$ cat config.mk
export PLATFORM = sky130hd
export DESIGN_NAME = rp_intx_queue
export DESIGN_NICKNAME = d
export VERILOG_FILES = /design/src/rtl/rpq_pkg.sv /design/src/rtl/rpq_fifo.sv /design/src/rtl/rpq_regs.sv /design/src/rtl/rp_intx_queue.sv
export SDC_FILE = /design/constraint.sdc
export NUM_CORES = 1
export LEC_CHECK = 0
export ABC_AREA = 1
export BUFFER_PORTS_ARGS = -buffer_cell sky130_fd_sc_hd__buf_2
export CAP_MARGIN = 15
export CORE_ASPECT_RATIO = 0.8
export CORE_MARGIN = 2
export CORE_UTILIZATION = 56
export CTS_CLUSTER_DIAMETER = 120
export DETAILED_ROUTE_END_ITERATION = 8
export GPL_ROUTABILITY_DRIVEN = 0
export PLACE_DENSITY_LB_ADDON = 0.2
export SLEW_MARGIN = 20
export SYNTH_ARGS = -nofsm -noshare
export SYNTH_HDL_FRONTEND = slang
export SYNTH_SLANG_ARGS = --single-unit
$ cat constraint.sdc
create_clock -name clk -period 2.32 [get_ports clk]
set_clock_uncertainty 0.05 [all_clocks]
set_input_delay 0 -clock clk [delete_from_list [all_inputs] [get_ports clk]]
set_output_delay 0 -clock clk [all_outputs]
set_load 0.02 [all_outputs]
$ cat src/rtl/rpq_pkg.sv
package rpq_pkg;
    // Register byte offsets
    localparam logic [11:0] OFS_DECODE = 12'h138;
    localparam logic [11:0] OFS_MASK   = 12'h13C;
    localparam logic [11:0] OFS_PHY    = 12'h144;
    localparam logic [11:0] OFS_CTRL   = 12'h148;
    localparam logic [11:0] OFS_WORD1  = 12'h158;
    localparam logic [11:0] OFS_WORD2  = 12'h15C;

    // Bit positions decoded by software
    localparam int BIT_INTX   = 16;
    localparam int BIT_LINK   = 11;
    localparam int BIT_BREN   = 0;
    localparam int BIT_NEMPTY = 18;
    localparam int BIT_OVF    = 19;
    localparam int BIT_VALID  = 31;
    localparam int BIT_LEVEL  = 29;
    localparam int LANE_LO    = 27;
    localparam int LANE_W     = 2;

    typedef struct packed {
        logic              level;
        logic [LANE_W-1:0] lane;
    } intx_evt_t;

    typedef enum logic [1:0] {
        Q_EMPTY = 2'd0,
        Q_HOLD  = 2'd1,
        Q_FULL  = 2'd2
    } q_state_t;
endpackage

$ cat src/rtl/rpq_fifo.sv
module rpq_fifo
    import rpq_pkg::*;
#(
    parameter int SLOTS = 16
) (
    input  logic      clk,
    input  logic      rst_n,
    input  logic      push_i,
    input  intx_evt_t push_data_i,
    input  logic      pop_i,
    output logic      empty_o,
    output logic      hold_nxt_o,
    output logic      drop_o,
    output intx_evt_t head_o
);
    localparam int PTR_W = $clog2(SLOTS);
    localparam int CAP   = SLOTS - 1;

    q_state_t   state_q, state_d;
    logic [PTR_W-1:0] wr_ptr_q, rd_ptr_q, count_q;
    intx_evt_t  mem [SLOTS];
    logic       push_ok, pop_ok;

    assign push_ok = push_i && (state_q != Q_FULL);
    assign pop_ok  = pop_i  && (state_q != Q_EMPTY);

    function automatic logic [PTR_W-1:0] wrap_inc(input logic [PTR_W-1:0] p);
        return (p == PTR_W'(SLOTS - 1)) ? '0 : p + PTR_W'(1);
    endfunction

    // Next-state logic
    always_comb begin
        state_d = state_q;
        unique case (state_q)
            Q_EMPTY: if (push_ok) state_d = Q_HOLD;                        // fill_first
            Q_HOLD: begin
                if (push_ok && !pop_ok && count_q == PTR_W'(CAP - 1))
                    state_d = Q_FULL;                                      // fill_last
                else if (pop_ok && !push_ok && count_q == PTR_W'(1))
                    state_d = Q_EMPTY;                                     // drain_last
            end
            Q_FULL:  if (pop_ok) state_d = Q_HOLD;                         // drain_one
            default: state_d = Q_EMPTY;
        endcase
    end

    // State register
    always_ff @(posedge clk or negedge rst_n) begin
        if (!rst_n) state_q <= Q_EMPTY;
        else        state_q <= state_d;
    end

    // Pointers and occupancy
    always_ff @(posedge clk or negedge rst_n) begin
        if (!rst_n) begin
            wr_ptr_q <= '0;
            rd_ptr_q <= '0;
            count_q  <= '0;
        end else begin
            if (push_ok) wr_ptr_q <= wrap_inc(wr_ptr_q);
            if (pop_ok)  rd_ptr_q <= wrap_inc(rd_ptr_q);
            if (push_ok && !pop_ok)      count_q <= count_q + PTR_W'(1);
            else if (pop_ok && !push_ok) count_q <= count_q - PTR_W'(1);
        end
    end

    // Entry storage
    always_ff @(posedge clk) begin
        if (push_ok) mem[wr_ptr_q] <= push_data_i;
    end

    // Outputs
    always_comb begin
        empty_o    = (state_q == Q_EMPTY);
        hold_nxt_o = (state_d != Q_EMPTY);
        drop_o     = push_i && (state_q == Q_FULL);
        head_o     = mem[rd_ptr_q];
    end

    a_r5_count_bound: assert property (@(posedge clk) disable iff (!rst_n)
        count_q <= PTR_W'(CAP));

    a_r4_empty_pop_ignored: assert property (@(posedge clk) disable iff (!rst_n)
        (state_q == Q_EMPTY && pop_i && !push_i) |=> (state_q == Q_EMPTY && $stable(rd_ptr_q)));

    a_r5_full_drops: assert property (@(posedge clk) disable iff (!rst_n)
        (state_q == Q_FULL && !pop_i) |=> (state_q == Q_FULL && $stable(wr_ptr_q)));
endmodule

$ cat src/rtl/rpq_regs.sv
module rpq_regs
    import rpq_pkg::*;
#(
    parameter int ADDR_W = 12
) (
    input  logic              clk,
    input  logic              rst_n,
    input  logic              wr_i,
    input  logic [ADDR_W-1:0] addr_i,
    input  logic [31:0]       wdata_i,
    input  logic              link_up_i,
    input  logic              fifo_empty_i,
    input  logic              fifo_hold_nxt_i,
    input  logic              fifo_drop_i,
    input  intx_evt_t         fifo_head_i,
    output logic              pop_o,
    output logic [31:0]       rdata_o,
    output logic              irq_o,
    output logic              bridge_en_o
);
    logic        dec_q, ovf_q, bren_q;
    logic [31:0] mask_q;
    logic        wr_dec, wr_mask, wr_ctrl;

    assign wr_dec  = wr_i && (addr_i == ADDR_W'(OFS_DECODE));
    assign wr_mask = wr_i && (addr_i == ADDR_W'(OFS_MASK));
    assign wr_ctrl = wr_i && (addr_i == ADDR_W'(OFS_CTRL));
    assign pop_o   = wr_i && ((addr_i == ADDR_W'(OFS_WORD1)) || (addr_i == ADDR_W'(OFS_WORD2)));

    always_ff @(posedge clk or negedge rst_n) begin
        if (!rst_n) begin
            dec_q  <= 1'b0;
            mask_q <= '0;
            ovf_q  <= 1'b0;
            bren_q <= 1'b0;
        end else begin
            dec_q <= (dec_q && !(wr_dec && wdata_i[BIT_INTX])) || fifo_hold_nxt_i;
            if (wr_mask)     mask_q <= wdata_i;
            if (wr_ctrl)     bren_q <= wdata_i[BIT_BREN];
            if (fifo_drop_i) ovf_q  <= 1'b1;
        end
    end

    always_comb begin
        rdata_o = '0;
        unique case (addr_i)
            ADDR_W'(OFS_DECODE): rdata_o[BIT_INTX] = dec_q;
            ADDR_W'(OFS_MASK):   rdata_o = mask_q;
            ADDR_W'(OFS_PHY):    rdata_o[BIT_LINK] = link_up_i;
            ADDR_W'(OFS_CTRL): begin
                rdata_o[BIT_BREN]   = bren_q;
                rdata_o[BIT_NEMPTY] = !fifo_empty_i;
                rdata_o[BIT_OVF]    = ovf_q;
            end
            ADDR_W'(OFS_WORD1): if (!fifo_empty_i) begin
                rdata_o[BIT_VALID]                  = 1'b1;
                rdata_o[BIT_LEVEL]                  = fifo_head_i.level;
                rdata_o[LANE_LO +: LANE_W]          = fifo_head_i.lane;
            end
            default: rdata_o = '0;
        endcase
        irq_o       = dec_q && mask_q[BIT_INTX];
        bridge_en_o = bren_q;
    end

    a_r5_ovf_sticky: assert property (@(posedge clk) disable iff (!rst_n)
        ovf_q |=> ovf_q);

    a_r6_decode_forced: assert property (@(posedge clk) disable iff (!rst_n)
        !fifo_empty_i |-> dec_q);

    a_r8_bridge_hold: assert property (@(posedge clk) disable iff (!rst_n)
        !wr_ctrl |=> $stable(bridge_en_o));
endmodule

$ cat src/rtl/rp_intx_queue.sv
module rp_intx_queue
    import rpq_pkg::*;
#(
    parameter int ADDR_W = 12,
    parameter int SLOTS  = 16
) (
    input  logic              clk,
    input  logic              rst_n,
    input  logic              evt_valid,
    input  logic [1:0]        evt_lane,
    input  logic              evt_level,
    input  logic              link_up,
    input  logic              reg_wr,
    input  logic [ADDR_W-1:0] reg_addr,
    input  logic [31:0]       reg_wdata,
    output logic [31:0]       reg_rdata,
    output logic              irq,
    output logic              bridge_enable
);
    intx_evt_t evt, head;
    logic      pop, empty, hold_nxt, drop;

    assign evt.level = evt_level;
    assign evt.lane  = evt_lane;

    rpq_fifo #(.SLOTS(SLOTS)) u_fifo (
        .clk         (clk),
        .rst_n       (rst_n),
        .push_i      (evt_valid),
        .push_data_i (evt),
        .pop_i       (pop),
        .empty_o     (empty),
        .hold_nxt_o  (hold_nxt),
        .drop_o      (drop),
        .head_o      (head)
    );

    rpq_regs #(.ADDR_W(ADDR_W)) u_regs (
        .clk             (clk),
        .rst_n           (rst_n),
        .wr_i            (reg_wr),
        .addr_i          (reg_addr),
        .wdata_i         (reg_wdata),
        .link_up_i       (link_up),
        .fifo_empty_i    (empty),
        .fifo_hold_nxt_i (hold_nxt),
        .fifo_drop_i     (drop),
        .fifo_head_i     (head),
        .pop_o           (pop),
        .rdata_o         (reg_rdata),
        .irq_o           (irq),
        .bridge_en_o     (bridge_enable)
    );
endmodule

Word level (Yosys, flattened, before mapping)

Memory sizes are Yosys's and may differ from the RTL's.
Index checks and enable logic that the tools add are counted.

Eq/ne operators: 13
Shifts and indexed selects: 0
$mul: 0
Muxes and demuxes: 24
Bitwise gates (word level): 0
$add $sub $neg: 4
Reductions and logical operators: 24
Divide/modulo/power cells: 0
Magnitude comparators: 0

Operators with widths:

| cell                  | number |
|---|---|
| $eq A12 B9 Y1 const B | 6 |
| $mux W4               | 5 |
| $logic_and A1 B1 Y1   | 14 |
| $add A4 B1 Y4 const B | 3 |
| $eq A4 B4 Y1 const B  | 3 |
| $mux W10              | 1 |
| $mux W2               | 4 |
| $pmux W1 S2           | 4 |
| $mux W7               | 1 |
| $pmux W2 S3           | 1 |
| $pmux W3 S2           | 1 |
| $reduce_bool A2 Y1    | 3 |
| $mux W1               | 5 |
| $eq A4 B1 Y1 const B  | 1 |
| $logic_not A1 Y1      | 4 |
| $pmux W2 S2           | 1 |
| $sub A4 B1 Y4 const B | 1 |
| $mux W3               | 1 |
| $eq A2 B1 Y1 const B  | 1 |
| $eq A2 B2 Y1 const B  | 1 |
| $logic_not A2 Y1      | 1 |
| $logic_or A1 B1 Y1    | 2 |
| $ne A2 B2 Y1 const B  | 1 |

Memories kept: 1
Bits in registers: 49
Output and inout bits: 34
Bits in read-only memories: 0
Bits in latches: 0
RAM bits: 48

Memory list:

| memory     | words | width | read ports | clocked after memory_dff | write ports | RTL line       | RTL |
|---|---|---|---|---|---|---|---|
| u_fifo.mem | 16    | 3     | 1          | 0                        | 1           | rpq_fifo.sv:21 | `intx_evt_t mem [SLOTS];` |

Longest topological paths before layout

Word-level depth: 11
Mapped depth: 13
Gate-level depth less buffers: 13

By module

A second synthesis with hierarchy kept.

Cell total of the unflattened synthesis: 587
Area total of the unflattened synthesis: 5011.1 sq um

By module, submodules not included:

| module   | cells each | instances | area an instance (sq um) | sequential area each (sq um) |
|---|---|---|---|---|
| rpq_fifo | 318        | 1         | 3030.4                   | 1791.7 |
| rpq_regs | 269        | 1         | 1980.6                   | 875.8 |

Worst setup path before layout

No wires, ideal clock.

Path type: reg-to-reg
Start point: reg u_fifo.state_q[0]
End point: reg u_fifo.count_q[3]
Buffers on the path: 0
Library setup time: 0.118 ns
Arrival: 1.520 ns
Setup slack: 0.632 ns
Stages on the path, launching flop included: 10
Cells stage by stage: dfrtp_1 -> inv_1 -> nand2_1 -> nand2_1 -> clkinv_1 -> ha_1 -> a21oi_1 -> o21ai_0 -> xor2_1 -> inv_1

Longest elaborated chain between the ends: 5
Elaborated cells on any way between the ends: 10

Ends and longest elaborated chain:

| what                         | RTL line       | RTL |
|---|---|---|
| start, declared              | rpq_fifo.sv:19 | `q_state_t state_q, state_d;` |
| start signal, assigned       | rpq_fifo.sv:50 | `else state_q <= state_d;` |
| $ne A2 B2 Y1 (*)             | rpq_fifo.sv:24 | `assign push_ok = push_i && (state_q != Q_FULL);` |
| $logic_and A1 B1 Y1 (*)      | rpq_fifo.sv:24 |  |
| net u_fifo.push_ok           | rpq_fifo.sv:22 | `logic push_ok, pop_ok;` |
| $logic_not A1 Y1             | rpq_fifo.sv:63 | `else if (pop_ok && !push_ok) count_q <= count_q - PTR_W'(1);` |
| $logic_and A1 B1 Y1          | rpq_fifo.sv:63 |  |
| $reduce_bool A2 Y1 (no line) | n/a            |  |
| end signal, assigned         | rpq_fifo.sv:62 | `if (push_ok && !pop_ok) count_q <= count_q + PTR_W'(1);` |
| end signal, assigned         | rpq_fifo.sv:63 |  |
| end, declared                | rpq_fifo.sv:20 | `logic [PTR_W-1:0] wr_ptr_q, rd_ptr_q, count_q;` |

The timed path passes the listed nets; every way through them passes the cells marked *.
A chain may end at the register's enable or synchronous reset.

Final worst setup path

Start point: reg u_fifo.rd_ptr_q[1]
End point: out reg_rdata[28]

Longest elaborated chain between the ends: 3

Ends and longest elaborated chain:

| what                   | RTL line            | RTL |
|---|---|---|
| start, declared        | rpq_fifo.sv:20      |  |
| start signal, assigned | rpq_fifo.sv:61      | `if (pop_ok) rd_ptr_q <= wrap_inc(rd_ptr_q);` |
| $mem_v2 Z16 W3         | n/a                 |  |
| $mux W3                | rpq_regs.sv:55      | `ADDR_W'(OFS_WORD1): if (!fifo_empty_i) begin` |
| $pmux W3 S2            | rpq_regs.sv:46      | `unique case (addr_i)` |
| end, declared          | rp_intx_queue.sv:16 | `output logic [31:0] reg_rdata,` |

Every way passes these cells.

==> flow_summary.yaml <==
synth:
  synthCells: 602
  avgSynthCellArea_um2: 8.272
  muxShareOfSynthArea: 0
  syn_nets: 665
  synth_top_area_frac: 0.2894
  synthSimpleGateAreaFrac: 0.2520
  synthXorXnorAreaFrac: 0.008794
  yosysWarningCount: 0
  synth_compound_area_frac: 0.05251
  synth-edff-count: 48
  synth-seq-area-share: 0.5357
  async_flop_share: 0.5052
  synthAdderAreaFrac: 0.02764
  ys.flop_type: "dfrtp_1"
  yosysUniqueCellTypes: 30
  synth.largest_area_cell: "edfxtp_1"
  synth_area_leaders: "edfxtp_1, dfrtp_1, nand2_1"
  ys_seq_elements: 97
  synth_top_family_by_area: "simple AND/OR/NAND/NOR gates"
  synth_area_um2: 4980
cells_and_area:
  fill_cells: 648
  multi_input_area_um2: 1698
  fin_nets: 789
  area.growth.synth_to_final_pct: 22.39
  register_area_um2: 2668
  antenna_cells: 0
  drive_gt1_frac: 0.1833
  mostFrequentLayoutCells: "nand2_1, inv_1, buf_2, nand3_1, dfrtp_1"
  layout_commonest_cell: "nand2_1"
run_status:
  status: "finished clean"
job:
  maxCapViolCount: 0
routing:
  vias: 4113
  firstDrtPassIters: 4
  ant_nets: 0
  via_per_inst: 4.879
  post_drt_wl_per_cell_um: 12.77
  drt-total-wl_mm: 10.77
  remaining_drc_errors: 0
  drt_iter0_markers: 356
global_routing:
  grt_max_degree: 65
  first_global_vias: 3902
  antenna_found_initial: 0
  grt_pass1_wl_mm: 17.29
  grtUsageTotal: 0.2343
  overflow: 0
die:
  start_util: 0.5819
  dieArea_um2: 9668
  fp.dieH_um: 88.35
  core.rowCount: 30
  die_w_um: 109.4
  core_um2: 8558
  io_pins: 86
sta:
  setup_violations: 0
  fmax_mhz: 499.5
  fin_crit_ns: 2.002
  rsz0062_at_grt: "false"
  finalSetupTns_ns: 0
  fin_ws_ns: 0.3181
  worstMarginPinSlew_ns: 0.6406
  post-route-period-util: 0.8629
  slew_headroom: 0.5697
  whs_ns: 0.03635
  hold_viol_final: 0
  slew_violations: 0
clock_tree:
  post_cts_buffers: 0
  cts_buffer_depth: 2
  clk_pin_slew_ns: 0.09
  cts.sinks: 97
  cts_buffers: 9
  htree_levels: 3
  clk_latency_ns: 0.37
  cts_tree: "built"
  cts_root_buf: "clkbuf_8"
power_and_ir_drop:
  netSwitchingFraction: 0.2944
  p_comb_frac: 0.163
  p_leak_uw: 0.003069
  intPower_uw: 2671
  power_density_nw_per_um2: 621.2
  p_seq_frac: 0.546
  pwr-share-clk: 0.290
  p_switching_uw: 1115
  vdd.ir_drop.worst_uv: 729.2
setup_path:
  worstRegToRegCells: 9
  regToRegSetupSlack_ns: 0.43
  cp_common_cell: "nand2_1"
  crit_arrival_ns: 1.95
  worstPathMaxFanout: 13
  required_ns: 2.27
  worstReg2RegStart: "u_fifo.state_q[0]"
  r2r_end: "u_fifo.count_q[3]"
  cp-start-kind: "flop"
  crit_path_end_kind: "primary output"
  crit_path_cell_trace: "inv_1 > nand3_1 > nand2_1 > nand2_1 > nand2_1 > inv_1 > nand2_1 > nand2_1 > nand2_1 > buf_2"
  critPathKind: "flop to primary output"
  cp_slowest_cell: "dfrtp_1"
  cpPeakStageDelay_ns: 0.39
placed_design:
  pre_cts_ws_ns: 0.4441
  hpwlAfterDp_mm: 7.567
  io_buffers: 85
hold_path:
  hold_class: "input port to flop"
  hold_depth: 5
  min_to: "u_regs.dec_q"
  hold_start: "reg_addr[6]"
## per-layer routing
layer / track usage / routed length, um
met3: 0.05302 / 501
met5: 0 / 0
met2: 0.3917 / 5353
met1: 0.3042 / 4720
met4: 0.08285 / 188
## critical path: cells and delay by family, from the launching register on
family	cells	cell delay, ns
buffers and inverters	3	0.58
flip-flops	1	0.39
AND/OR/NAND/NOR	7	0.61
## final cells by class
class                   count  share of cell area
clock buffers              10             0.02443
clock inverters             6            0.008828
inverters                 142             0.08746
multi-input cells         347              0.2786
flip-flops and latches     97              0.4377
well taps                 112             0.02299
repair buffers            129              0.1400
## kinds of logic after synthesis
logic type | Yosys count
buffers and inverters | 158
adders and majority gates | 11
and+or+nand+nor | 280
DFF | 97
AOI/OAI and AO/OA | 51
xor gates and xnor gates | 5
## worst max-delay path by stage
stage | slack, ns | end | cells after the start | startpoint
after floorplan | 0.63 | u_fifo.count_q[3] | 9 | u_fifo.state_q[0]
after global placement | 0.52 | u_fifo.count_q[3] | 9 | u_fifo.state_q[0]
after detailed placement | 0.44 | u_fifo.count_q[2] | 9 | u_fifo.state_q[0]
after CTS | 0.34 | reg_rdata[28] | 10 | u_fifo.rd_ptr_q[1]
after global routing | 0.19 | reg_rdata[27] | 10 | u_fifo.rd_ptr_q[0]
final | 0.32 | reg_rdata[28] | 10 | u_fifo.rd_ptr_q[1]
## cells in the mapped netlist, types with 2 or more instances
cell type	number
inv_1	140
nor3_1	4
nand4_1	4
buf_2	5
dfrtp_1	49
nand2_1	150
edfxtp_1	48
nor2_2	18
nor2_1	40
a21oi_1	3
nand3_1	54
buf_6	2
xor2_1	4
o21ai_0	39
nor2_4	4
clkbuf_1	9
o21ai_1	6
ha_1	11
## flip-flops by register name, summed over array words and instances, names as in the netlist
| signal | flops |
|---|---|
| u_fifo.mem | 48 |
| u_regs.ovf_q | 1 |
| u_regs.dec_q | 1 |
| u_regs.mask_q | 32 |
| u_fifo.state_q | 2 |
| u_fifo.wr_ptr_q | 4 |
| u_regs.bridge_en_o | 1 |
| u_fifo.count_q | 4 |
| u_fifo.rd_ptr_q | 4 |
## power by group through the flow
stage          Sequential (uW)  Combinational [uW]  Clock, uW
6_report                  2070                 618       1100
4_1_cts                   2070                 621       1120
5_1_grt                   2090                 716       1180
2_1_floorplan             2080                 374          0
3_3_place_gp              2100                 535          0
3_5_place_dp              2110                 566          0
## metrics by stage
| stage | cells | instance area (um^2) | utilization | power (uW) |
|---|---|---|---|---|
| floorplan | 602 | 4980 | - | 2454 |
| global placement | 788 | 5502 | 0.6428 | 2633 |
| detailed placement | 788 | 5502 | 0.6428 | 2673 |
| CTS | 843 | 6095 | 0.7121 | 3806 |
| global route | 843 | 6095 | 0.7121 | 3986 |
| finish | 843 | 6095 | 0.7121 | 3786 |
## repair_timing
item / in CTS / in global routing
endpoints found under the hold margin: 134 / 0
resized for setup: 0 / 0
hold buffers: 39 / 0
No activity file was read; power rests on OpenSTA's default activity.
